[src/rtl/i2c_ctl_pkg.sv]
package i2c_ctl_pkg;
  localparam int DATA_W   = 32;
  localparam int CTRL_W   = 7;
  localparam int KEY_W    = 4;
  localparam logic [KEY_W-1:0] KEY_VAL = 4'hA;
  localparam logic [11:0] OFF_SRST = 12'h040;
  localparam logic [11:0] OFF_CTRL = 12'h100;

  // packed MSB first: gcall is bit 6, en is bit 0
  typedef struct packed {
    logic gcall;
    logic txack;
    logic rstart;
    logic dir_tx;
    logic master;
    logic txq_rst;
    logic en;
  } ctrl_t;
endpackage

[src/rtl/i2c_rst_sync.sv]
module i2c_rst_sync (
  input  logic clk,
  input  logic rst_an,
  output logic rst_sn
);
  logic [1:0] sync_q;

  always_ff @(posedge clk or negedge rst_an) begin
    if (!rst_an) sync_q <= 2'b00;
    else         sync_q <= {sync_q[0], 1'b1};
  end

  assign rst_sn = sync_q[1];
endmodule

[src/rtl/i2c_addr_dec.sv]
module i2c_addr_dec
  import i2c_ctl_pkg::*;
#(
  parameter int ADDR_W = 9
) (
  input  logic              bus_wr,
  input  logic              bus_rd,
  input  logic [ADDR_W-1:0] bus_addr,
  output logic              wr_ctrl,
  output logic              wr_srst,
  output logic              rd_ctrl,
  output logic              any_acc
);
  localparam logic [ADDR_W-1:0] A_CTRL = ADDR_W'(OFF_CTRL);
  localparam logic [ADDR_W-1:0] A_SRST = ADDR_W'(OFF_SRST);

  logic hit_ctrl, hit_srst;

  always_comb begin
    hit_ctrl = (bus_addr == A_CTRL);
    hit_srst = (bus_addr == A_SRST);
    wr_ctrl  = bus_wr & hit_ctrl;
    wr_srst  = bus_wr & hit_srst;
    rd_ctrl  = bus_rd & hit_ctrl;
    any_acc  = bus_wr | bus_rd;
  end
endmodule

[src/rtl/i2c_ctrl_reg.sv]
module i2c_ctrl_reg
  import i2c_ctl_pkg::*;
(
  input  logic  clk,
  input  logic  rst_n,
  input  logic  wr_ctrl,
  input  ctrl_t wr_val,
  input  logic  txq_empty,
  output ctrl_t ctrl_q,
  output logic  start_pulse,
  output logic  rstart_pulse,
  output logic  launch_err
);
  ctrl_t ctrl_d;
  logic  start_d, rstart_d, err_d;
  logic  ms_rise, rs_rise, blocked;

  always_comb begin
    ctrl_d   = ctrl_q;
    start_d  = 1'b0;
    rstart_d = 1'b0;
    err_d    = launch_err;
    ms_rise  = 1'b0;
    rs_rise  = 1'b0;
    blocked  = 1'b0;
    if (wr_ctrl) begin
      ctrl_d   = wr_val;
      ms_rise  = wr_val.master & ~ctrl_q.master;
      rs_rise  = wr_val.rstart & ~ctrl_q.rstart;
      // a launch against the wrong queue state drops every launch of this write
      blocked  = wr_val.en & ((ms_rise & txq_empty) | (rs_rise & ~txq_empty));
      start_d  = wr_val.en & ms_rise & ~txq_empty & ~blocked;
      rstart_d = wr_val.en & rs_rise &  txq_empty & ~blocked;
      err_d    = blocked;
    end
  end

  always_ff @(posedge clk or negedge rst_n) begin
    if (!rst_n) begin
      ctrl_q       <= '0;
      start_pulse  <= 1'b0;
      rstart_pulse <= 1'b0;
      launch_err   <= 1'b0;
    end else begin
      if (wr_ctrl) ctrl_q <= ctrl_d;
      start_pulse  <= start_d;
      rstart_pulse <= rstart_d;
      launch_err   <= err_d;
    end
  end
endmodule

[src/rtl/i2c_srst_key.sv]
module i2c_srst_key
  import i2c_ctl_pkg::*;
(
  input  logic             clk,
  input  logic             rst_n,
  input  logic             wr_srst,
  input  logic [KEY_W-1:0] key,
  output logic             key_bad,
  output logic             irq_regs_rst
);
  logic irq_d;

  always_comb begin
    key_bad = (key != KEY_VAL);
    irq_d   = wr_srst & ~key_bad;
  end

  always_ff @(posedge clk or negedge rst_n) begin
    if (!rst_n) irq_regs_rst <= 1'b0;
    else        irq_regs_rst <= irq_d;
  end
endmodule

[src/rtl/i2c_bus_resp.sv]
module i2c_bus_resp
  import i2c_ctl_pkg::*;
(
  input  logic              clk,
  input  logic              rst_n,
  input  logic              any_acc,
  input  logic              wr_srst,
  input  logic              key_bad,
  input  logic              rd_ctrl,
  input  ctrl_t             ctrl_q,
  output logic [DATA_W-1:0] bus_rdata,
  output logic              bus_ack,
  output logic              bus_err
);
  logic [DATA_W-1:0] rdata_d;
  logic              ack_d, err_d;

  always_comb begin
    ack_d   = any_acc;
    err_d   = wr_srst & key_bad;
    rdata_d = rd_ctrl ? DATA_W'(ctrl_q) : '0;
  end

  always_ff @(posedge clk or negedge rst_n) begin
    if (!rst_n) begin
      bus_ack   <= 1'b0;
      bus_err   <= 1'b0;
      bus_rdata <= '0;
    end else begin
      bus_ack <= ack_d;
      bus_err <= err_d;
      if (any_acc) bus_rdata <= rdata_d;
      else         bus_rdata <= '0;
    end
  end
endmodule

[src/rtl/i2c_ctl_regs.sv]
module i2c_ctl_regs
  import i2c_ctl_pkg::*;
#(
  parameter int ADDR_W = 9
) (
  input  logic              clk,
  input  logic              rst_n,
  input  logic              bus_wr,
  input  logic              bus_rd,
  input  logic [ADDR_W-1:0] bus_addr,
  input  logic [31:0]       bus_wdata,
  input  logic              txq_empty,
  output logic [31:0]       bus_rdata,
  output logic              bus_ack,
  output logic              bus_err,
  output logic              ctl_en,
  output logic              ctl_txq_rst,
  output logic              ctl_master,
  output logic              ctl_dir_tx,
  output logic              ctl_rstart,
  output logic              ctl_txack,
  output logic              ctl_gcall,
  output logic              start_pulse,
  output logic              rstart_pulse,
  output logic              launch_err,
  output logic              irq_regs_rst
);
  logic  rst_sn;
  logic  wr_ctrl, wr_srst, rd_ctrl, any_acc, key_bad;
  ctrl_t ctrl_q;
  ctrl_t wr_val;

  assign wr_val = ctrl_t'(bus_wdata[CTRL_W-1:0]);

  i2c_rst_sync u_rst (
    .clk    (clk),
    .rst_an (rst_n),
    .rst_sn (rst_sn)
  );

  i2c_addr_dec #(.ADDR_W(ADDR_W)) u_dec (
    .bus_wr   (bus_wr),
    .bus_rd   (bus_rd),
    .bus_addr (bus_addr),
    .wr_ctrl  (wr_ctrl),
    .wr_srst  (wr_srst),
    .rd_ctrl  (rd_ctrl),
    .any_acc  (any_acc)
  );

  i2c_ctrl_reg u_ctrl (
    .clk          (clk),
    .rst_n        (rst_sn),
    .wr_ctrl      (wr_ctrl),
    .wr_val       (wr_val),
    .txq_empty    (txq_empty),
    .ctrl_q       (ctrl_q),
    .start_pulse  (start_pulse),
    .rstart_pulse (rstart_pulse),
    .launch_err   (launch_err)
  );

  i2c_srst_key u_key (
    .clk          (clk),
    .rst_n        (rst_sn),
    .wr_srst      (wr_srst),
    .key          (bus_wdata[KEY_W-1:0]),
    .key_bad      (key_bad),
    .irq_regs_rst (irq_regs_rst)
  );

  i2c_bus_resp u_resp (
    .clk       (clk),
    .rst_n     (rst_sn),
    .any_acc   (any_acc),
    .wr_srst   (wr_srst),
    .key_bad   (key_bad),
    .rd_ctrl   (rd_ctrl),
    .ctrl_q    (ctrl_q),
    .bus_rdata (bus_rdata),
    .bus_ack   (bus_ack),
    .bus_err   (bus_err)
  );

  assign ctl_en      = ctrl_q.en;
  assign ctl_txq_rst = ctrl_q.txq_rst;
  assign ctl_master  = ctrl_q.master;
  assign ctl_dir_tx  = ctrl_q.dir_tx;
  assign ctl_rstart  = ctrl_q.rstart;
  assign ctl_txack   = ctrl_q.txack;
  assign ctl_gcall   = ctrl_q.gcall;
endmodule

[config.mk]
export PLATFORM = sky130hd
export DESIGN_NAME = i2c_ctl_regs
export DESIGN_NICKNAME = d
export VERILOG_FILES = /design/src/rtl/i2c_ctl_pkg.sv /design/src/rtl/i2c_rst_sync.sv /design/src/rtl/i2c_addr_dec.sv /design/src/rtl/i2c_ctrl_reg.sv /design/src/rtl/i2c_srst_key.sv /design/src/rtl/i2c_bus_resp.sv /design/src/rtl/i2c_ctl_regs.sv
export SDC_FILE = /design/constraint.sdc
export NUM_CORES = 1
export LEC_CHECK = 0
export BUFFER_PORTS_ARGS = -buffer_cell sky130_fd_sc_hd__clkbuf_2
export CAP_MARGIN = 0
export CELL_PAD_IN_SITES_DETAIL_PLACEMENT = 0
export CELL_PAD_IN_SITES_GLOBAL_PLACEMENT = 1
export CORE_MARGIN = 5
export CORE_UTILIZATION = 24
export DETAILED_ROUTE_END_ITERATION = 6
export PLACE_DENSITY_LB_ADDON = 0.1
export SKIP_CTS_REPAIR_TIMING = 1
export SYNTH_ARGS = -nofsm -noshare
export SYNTH_HDL_FRONTEND = slang
export SYNTH_SLANG_ARGS = --single-unit
[constraint.sdc]
create_clock -name clk -period 0.8 [get_ports clk]
set_input_delay 0.24 -clock clk [delete_from_list [all_inputs] [get_ports clk]]
set_output_delay 0.24 -clock clk [all_outputs]
set_load 0.01 [all_outputs]
==> results of run 1 <==
## metrics by stage
| stage | total power [mW] | hold WS [ps] | area [µm²] | cells |
|---|---|---|---|---|
| 2_1_floorplan | 1.37 | -55.6 | 1160 | 109 |
| 5_1_grt | 2.58 | 188 | 1540 | 196 |
| 4_1_cts | 2.46 | -259 | 1370 | 187 |
| 3_5_place_dp | 1.41 | 28.6 | 1300 | 183 |
| 6_report | 2.48 | 194 | 1540 | 196 |
| 3_3_place_gp | 1.41 | 26.7 | 1300 | 183 |
## where the power goes
group | total [mW] | switching (mW) | leakage (nW) | internal (mW)
Combinational | 0.310 | 0.169 | 0.526 | 0.141
Clock | 1.04 | 0.368 | 0.0357 | 0.668
Sequential | 1.14 | 0.0101 | 0.298 | 1.13
## path summary, 6_finish.rpt
check	from	to	slack [ps]
setup reg to reg	u_ctrl.ctrl_q[4]	u_ctrl.launch_err	-320
min in group asynchronous	u_rst.sync_q[1]	u_resp.bus_rdata[2]	200
max in group asynchronous	rst_n	u_rst.sync_q[1]	420
hold / removal	bus_wr	u_resp.bus_ack	190
setup / recovery	u_ctrl.ctrl_q[2]	ctl_master	-350
hold reg to reg	u_rst.sync_q[1]	u_resp.bus_rdata[2]	200
## critical path: cells and delay by family, from the launching register on
family | cells | cell delay, ps
flops | 1 | 410
buf+inv | 2 | 240
## placed cells by master, fill, tap and decap left out, types with 2 or more instances in the layout
cell type	netlist	final
and2_1	7	7
buf_4	25	10
buf_6	0	9
clkbuf_2	0	33
clkbuf_8	0	3
conb_1	2	26
dfrtp_1	22	22
mux2_2	6	6
mux2_4	2	2
nand4b_4	1	2
nor3_2	0	2
## sequential cells by signal, summed over array words and instances (netlist names)
name / cells
u_ctrl.launch_err: 1
u_ctrl.rstart_pulse: 1
u_rst.sync_q: 2
u_ctrl.start_pulse: 1
u_ctrl.ctrl_q: 7
u_resp.bus_ack: 1
u_resp.bus_err: 1
u_key.irq_regs_rst: 1
u_resp.bus_rdata: 7
## cell type report
class / count / area (µm²)
Sequential cell: 22 / 551
Inverter: 1 / 3.75
Clock buffer: 3 / 41.3
Clock inverter: 1 / 30.0
Timing Repair Buffer: 55 / 377
Fill cell: 444 / 2810
Tap cell: 52 / 65.1
Multi-Input combinational cell: 62 / 477
## per-layer routing
metal | routed length [µm] | track usage | vias up
met2 | 1180 | 0.126 | 42
met1 | 1140 | 0.0969 | 351
met5 | 0 | 0 | -
met3 | 248 | 0.0269 | 2
li1 | - | - | 354
met4 | 8 | 0.0315 | 0
## kinds of logic after synthesis
group / count (synthesis) / synth area share
mux: 8 / 0.0912
simple gates: 26 / 0.204
compound gates: 1 / 0.00467
buf+inv: 26 / 0.179
flops: 22 / 0.515
other cells: 2 / 0.00702
==> Implementation_results.wiki, run 1 <==
{| class="wikitable"
! Metric !! Value
|-
| Layout overhead on the synthesized area || 44.3%
|-
| Layout Skew || 9.00 ps
|-
| Average footprint of a synthesized cell || 12.6 µm²
|-
| Maximum capacitance violations || 0
|-
| Number of nets at the end of the flow || approximately 190
|-
| Fraction of layout cells with a size suffix above 1 || 0.549
|-
| Critical path endpoint category || output pin
|-
| Die width || 76.8 µm
|-
| Number of cells traversed by the worst hold path || 2
|-
| Violations in the final reports || setup timing
|-
| Top post-synthesis cells by area || dfrtp_1 (51%), buf_4 (18%), mux2_2 (6.3%), and2_1 (4.1%), mux2_4 (2.8%)
|-
| Cell Rows || 24
|-
| Portion of the clock cycle consumed by the worst path in the final layout || 1.43
|-
| Number of warnings issued by yosys || 0
|-
| Vias in the first global route || between 700 and 800
|-
| Sinks on the clock net || 22
|-
| Estimated wirelength of the detail-placed design || 1.82 mm
|-
| CTS Buffer Depth || 2
|-
| Largest net degree at the start of global routing || 21
|-
| Finish-stage setup viols || 39
|-
| Slowest Stage Delay on Critical Path || 410 ps
|-
| Number of design-rule violations left by the first detailed-router iteration || 16
|-
| Global-route wire length before repair || approximately 3.7 mm
|-
| Via density || 3.82
|-
| Static power due to leakage || 0.860 nW
|-
| Max IR drop VDD || 0.581 mV
|-
| Accumulated negative setup slack || -8740 ps
|-
| Cell area power density || 1610 nW/µm²
|-
| Total routing usage reported by global routing || 0.0788
|-
| Max-slew violation count || 0
|-
| IO buf count || 40
|-
| Total global routing overflow || 0
|-
| Number of flops mapped to enable cells by yosys || 0
|-
| Category of the critical setup timing path || reg2out
|-
| Last weighted congestion value of the routability-driven placer || 0.613
|-
| DR WL/cell || 13.1 µm
|-
| Type of origin of the critical path || register
|-
| Worst slack, placed || -693 ps
|-
| Initial antenna violation count || 0
|-
| Total Routed Length || about 2.6 mm
|-
| Setup repair after global routing missed its margin || true
|-
| Clk root buf || clkbuf_8
|-
| Final hold violation count || 0
|-
| Number of nets with antenna violations after routing || 0
|-
| Top cell type's share of synthesized area || 0.515
|-
| Most common cell in the netlist || buf_4
|-
| WP data arrival || 910 ps
|-
| Clock transition at the registers of the reported paths || 80 ps
|-
| Count of cell types in the netlist || 25
|-
| Most numerous cell on the critical path || buf_6
|-
| Proportion of synthesized chip area in sequential cells || 0.515
|-
| PnR worst setup slack || -348 ps
|-
| Overall die area || 5890 µm²
|-
| TritonCTS clock tree || yes
|-
| Critical Path Fanout Max || 4
|-
| Starting Density || 0.246
|-
| Total I/O pin count || 91
|-
| Cell count after synthesis || 85
|-
| Final cell utilization of the core || 0.355
|-
| Clock latency of the later-clocked register in the worst-skew pair || 260 ps
|-
| Ordered cell list for the critical path || buf_6 > buf_6
|-
| Ys async rst share || 1.00
|-
| H-Tree Level Count || 1
|-
| Length of the first detailed-routing pass in iterations || 4
|-
| Max stage delay cell, worst path || dfrtp_1
|-
| Via count || 749
|-
| Total CTS buffers || 3
|-
| DRC viols || 0
|-
| Path class of the lowest-slack min-delay path || in2reg
|-
| Main flop type after synthesis || dfrtp_1
|-
| Vertical die dimension || 76.8 µm
|-
| Antenna cells || 0
|-
| Highest Clock Rate || 0.871 GHz
|-
| Total standard cell area after synthesis || 1070 µm²
|-
| Number of synthesized register bits || 22
|-
| Run status || complete, but fails checks
|-
| Length in cells of the worst reg-to-reg path || 3
|-
| Area of the core || 4350 µm²
|-
| Crit path time final || 1150 ps
|-
| Top cell types by occurrence after synthesis || buf_4 (25), dfrtp_1 (22), and2_1 (7), mux2_2 (6), nor3_1 (3)
|-
| Worst endpoint required time || 560 ps
|-
| Biggest area consumer among synthesized cells || dfrtp_1
|}
Power figures use the tool's default switching activity.
==> inputs of run 2 (changes only) <==
- CTS_CLUSTER_SIZE: unset -> 30
- RECOVER_POWER: unset -> 25
==> Implementation_results.wiki, run 2 (synthesis gave the netlist of run 1 again) <==
{| class="wikitable"
! Metric !! Value
|-
| Finish-stage setup viols || 39
|-
| Via count || 749
|-
| Number of cells traversed by the worst hold path || 2
|-
| Biggest regs || u_ctrl.ctrl_q x7, u_resp.bus_rdata x7, u_rst.sync_q x2
|-
| Layout Skew || 9.00 ps
|-
| Max-slew violation count || 0
|-
| H-Tree Level Count || 1
|-
| Clock latency of the later-clocked register in the worst-skew pair || 260 ps
|-
| Fraction of layout cells with a size suffix above 1 || 0.549
|-
| Register-to-Register Setup Slack || -320 ps
|-
| Kind of cell adding the most delay to the critical path || flip-flops
|-
| Total global routing overflow || 0
|-
| Critical path endpoint category || output pin
|-
| Post-route total power || 2.48 mW
|-
| Run status || complete, but fails checks
|-
| Sinks on the clock net || 22
|-
| Final hold violation count || 0
|-
| Global-route wire length before repair || ~3.7 mm
|-
| DRC viols || 0
|-
| WP data arrival || 910 ps
|-
| Max IR drop VDD || 0.580 mV
|-
| Estimated wirelength of the detail-placed design || 1.82 mm
|-
| Combinational fraction of design power || 0.122
|-
| Antenna cells || 0
|-
| Length of the first detailed-routing pass in iterations || 4
|-
| Maximum capacitance violations || 0
|-
| Reg power frac || 0.459
|-
| Max stage delay cell, worst path || dfrtp_1
|-
| Vias in the first global route || 767
|-
| Total routing usage reported by global routing || 0.0788
|-
| Overall die area || 5890 µm²
|-
| Total Routed Length || between 2 and 3 mm
|-
| Vertical die dimension || 76.8 µm
|-
| Fillers || about 450
|-
| Crit path time final || 1150 ps
|-
| IO buf count || 40
|-
| Cell area power density || 1620 nW/µm²
|-
| Highest Clock Rate || 0.871 GHz
|-
| Die width || 76.8 µm
|-
| Critical Path Fanout Max || 4
|-
| Clock transition at the registers of the reported paths || 80 ps
|-
| Cell-internal power || 1.93 mW
|-
| Number of design-rule violations left by the first detailed-router iteration || 16
|-
| Switching power summed over all nets || 545 µW
|-
| Portion of the clock cycle consumed by the worst path in the final layout || 1.43
|-
| Initial antenna violation count || 0
|-
| Final cell utilization of the core || 0.351
|-
| Via density || approximately 3.8
|-
| Category of the critical setup timing path || reg2out
|-
| Largest net degree at the start of global routing || 21
|-
| Number of nets at the end of the flow || between 150 and 200
|-
| Static power due to leakage || 0.854 nW
|-
| Length in cells of the worst reg-to-reg path || 3
|-
| Total CTS buffers || 3
|-
| Count of cell instances traversed by the critical path || 2
|-
| Last weighted congestion value of the routability-driven placer || roughly 0.61
|-
| Starting Density || 0.246
|-
| Violations in the final reports || setup timing
|-
| Switching Share || 0.220
|-
| Setup repair after global routing missed its margin || true
|-
| Leading cell types in the layout, fill and taps excluded || clkbuf_2 (33), conb_1 (26), dfrtp_1 (22), buf_4 (10), buf_6 (9)
|-
| Crit path buf inv count || 2
|-
| Most numerous cell on the critical path || buf_6
|-
| Area of the core || around 4400 µm²
|-
| DR WL/cell || 13.2 µm
|-
| Commonest non-fill, non-tap cell in the layout || clkbuf_2
|-
| Type of origin of the critical path || register
|-
| Path class of the lowest-slack min-delay path || in2reg
|-
| Number of nets with antenna violations after routing || 0
|-
| Layout overhead on the synthesized area || 42.9%
|-
| Worst slack, placed || -693 ps
|-
| TritonCTS clock tree || yes
|-
| Worst endpoint required time || ~560 ps
|-
| CTS Buffer Depth || 2
|-
| Smallest hold slack || 194 ps
|-
| Clk network pwr share || 0.418
|-
| Clk root buf || clkbuf_8
|-
| Slowest Stage Delay on Critical Path || 410 ps
|-
| PnR worst setup slack || -348 ps
|-
| Ordered cell list for the critical path || buf_6 > buf_6
|-
| Cell Rows || 24
|-
| Total I/O pin count || 91
|}
-- run 2: final cells by class --
cell class,instances,area (µm²),area share
Sequential cell,22,551,0.360
Multi-Input combinational cell,62,477,0.312
Timing Repair Buffer,55,362,0.236
Tap cell,52,65.1,0.0426
Clock buffer,3,41.3,0.0270
Clock inverter,1,30.0,0.0196
Inverter,1,3.75,0.00245
-- run 2: power by group through the flow --
stage	registers [mW]	clock network, mW	logic, mW
detailed placement	1.16	0	0.249
global route	1.14	1.10	0.335
finish	1.14	1.04	0.302
floorplan	1.18	0	0.188
CTS	1.14	1.07	0.250
global placement	1.16	0	0.248
-- run 2: per-layer routing --
metal | vias up | global-route usage | part of all wire
met2 | 42 | 0.126 | 0.46
li1 | 354 | - | -
met5 | - | 0 | 0
met4 | 0 | 0.0315 | 0.0031
met3 | 2 | 0.0269 | 0.096
met1 | 351 | 0.0969 | 0.44
-- run 2: final timing paths --
path                             startpoint                  end
setup / recovery           u_ctrl.ctrl_q[2]           ctl_master
hold / removal                       bus_wr       u_resp.bus_ack
setup reg to reg           u_ctrl.ctrl_q[4]    u_ctrl.launch_err
hold reg to reg             u_rst.sync_q[1]  u_resp.bus_rdata[2]
max in group asynchronous   u_rst.sync_q[1]     u_ctrl.ctrl_q[2]
min in group asynchronous   u_rst.sync_q[1]  u_resp.bus_rdata[2]
-- run 2: worst register-to-register path, stage by stage, from the launching register on --
cell,delay (ps)
dfrtp_1,390
or3b_4,400
a21oi_2,120
mux2_2,150
-- run 2: through the flow --
stage          std cells  area [µm²]  TNS (ps)
6_report             196        1530     -8740
5_1_grt              196        1530    -10260
4_1_cts              187        1370    -10120
3_5_place_dp         183        1300    -11010
3_3_place_gp         183        1300    -10410
2_1_floorplan        109        1160     -6000
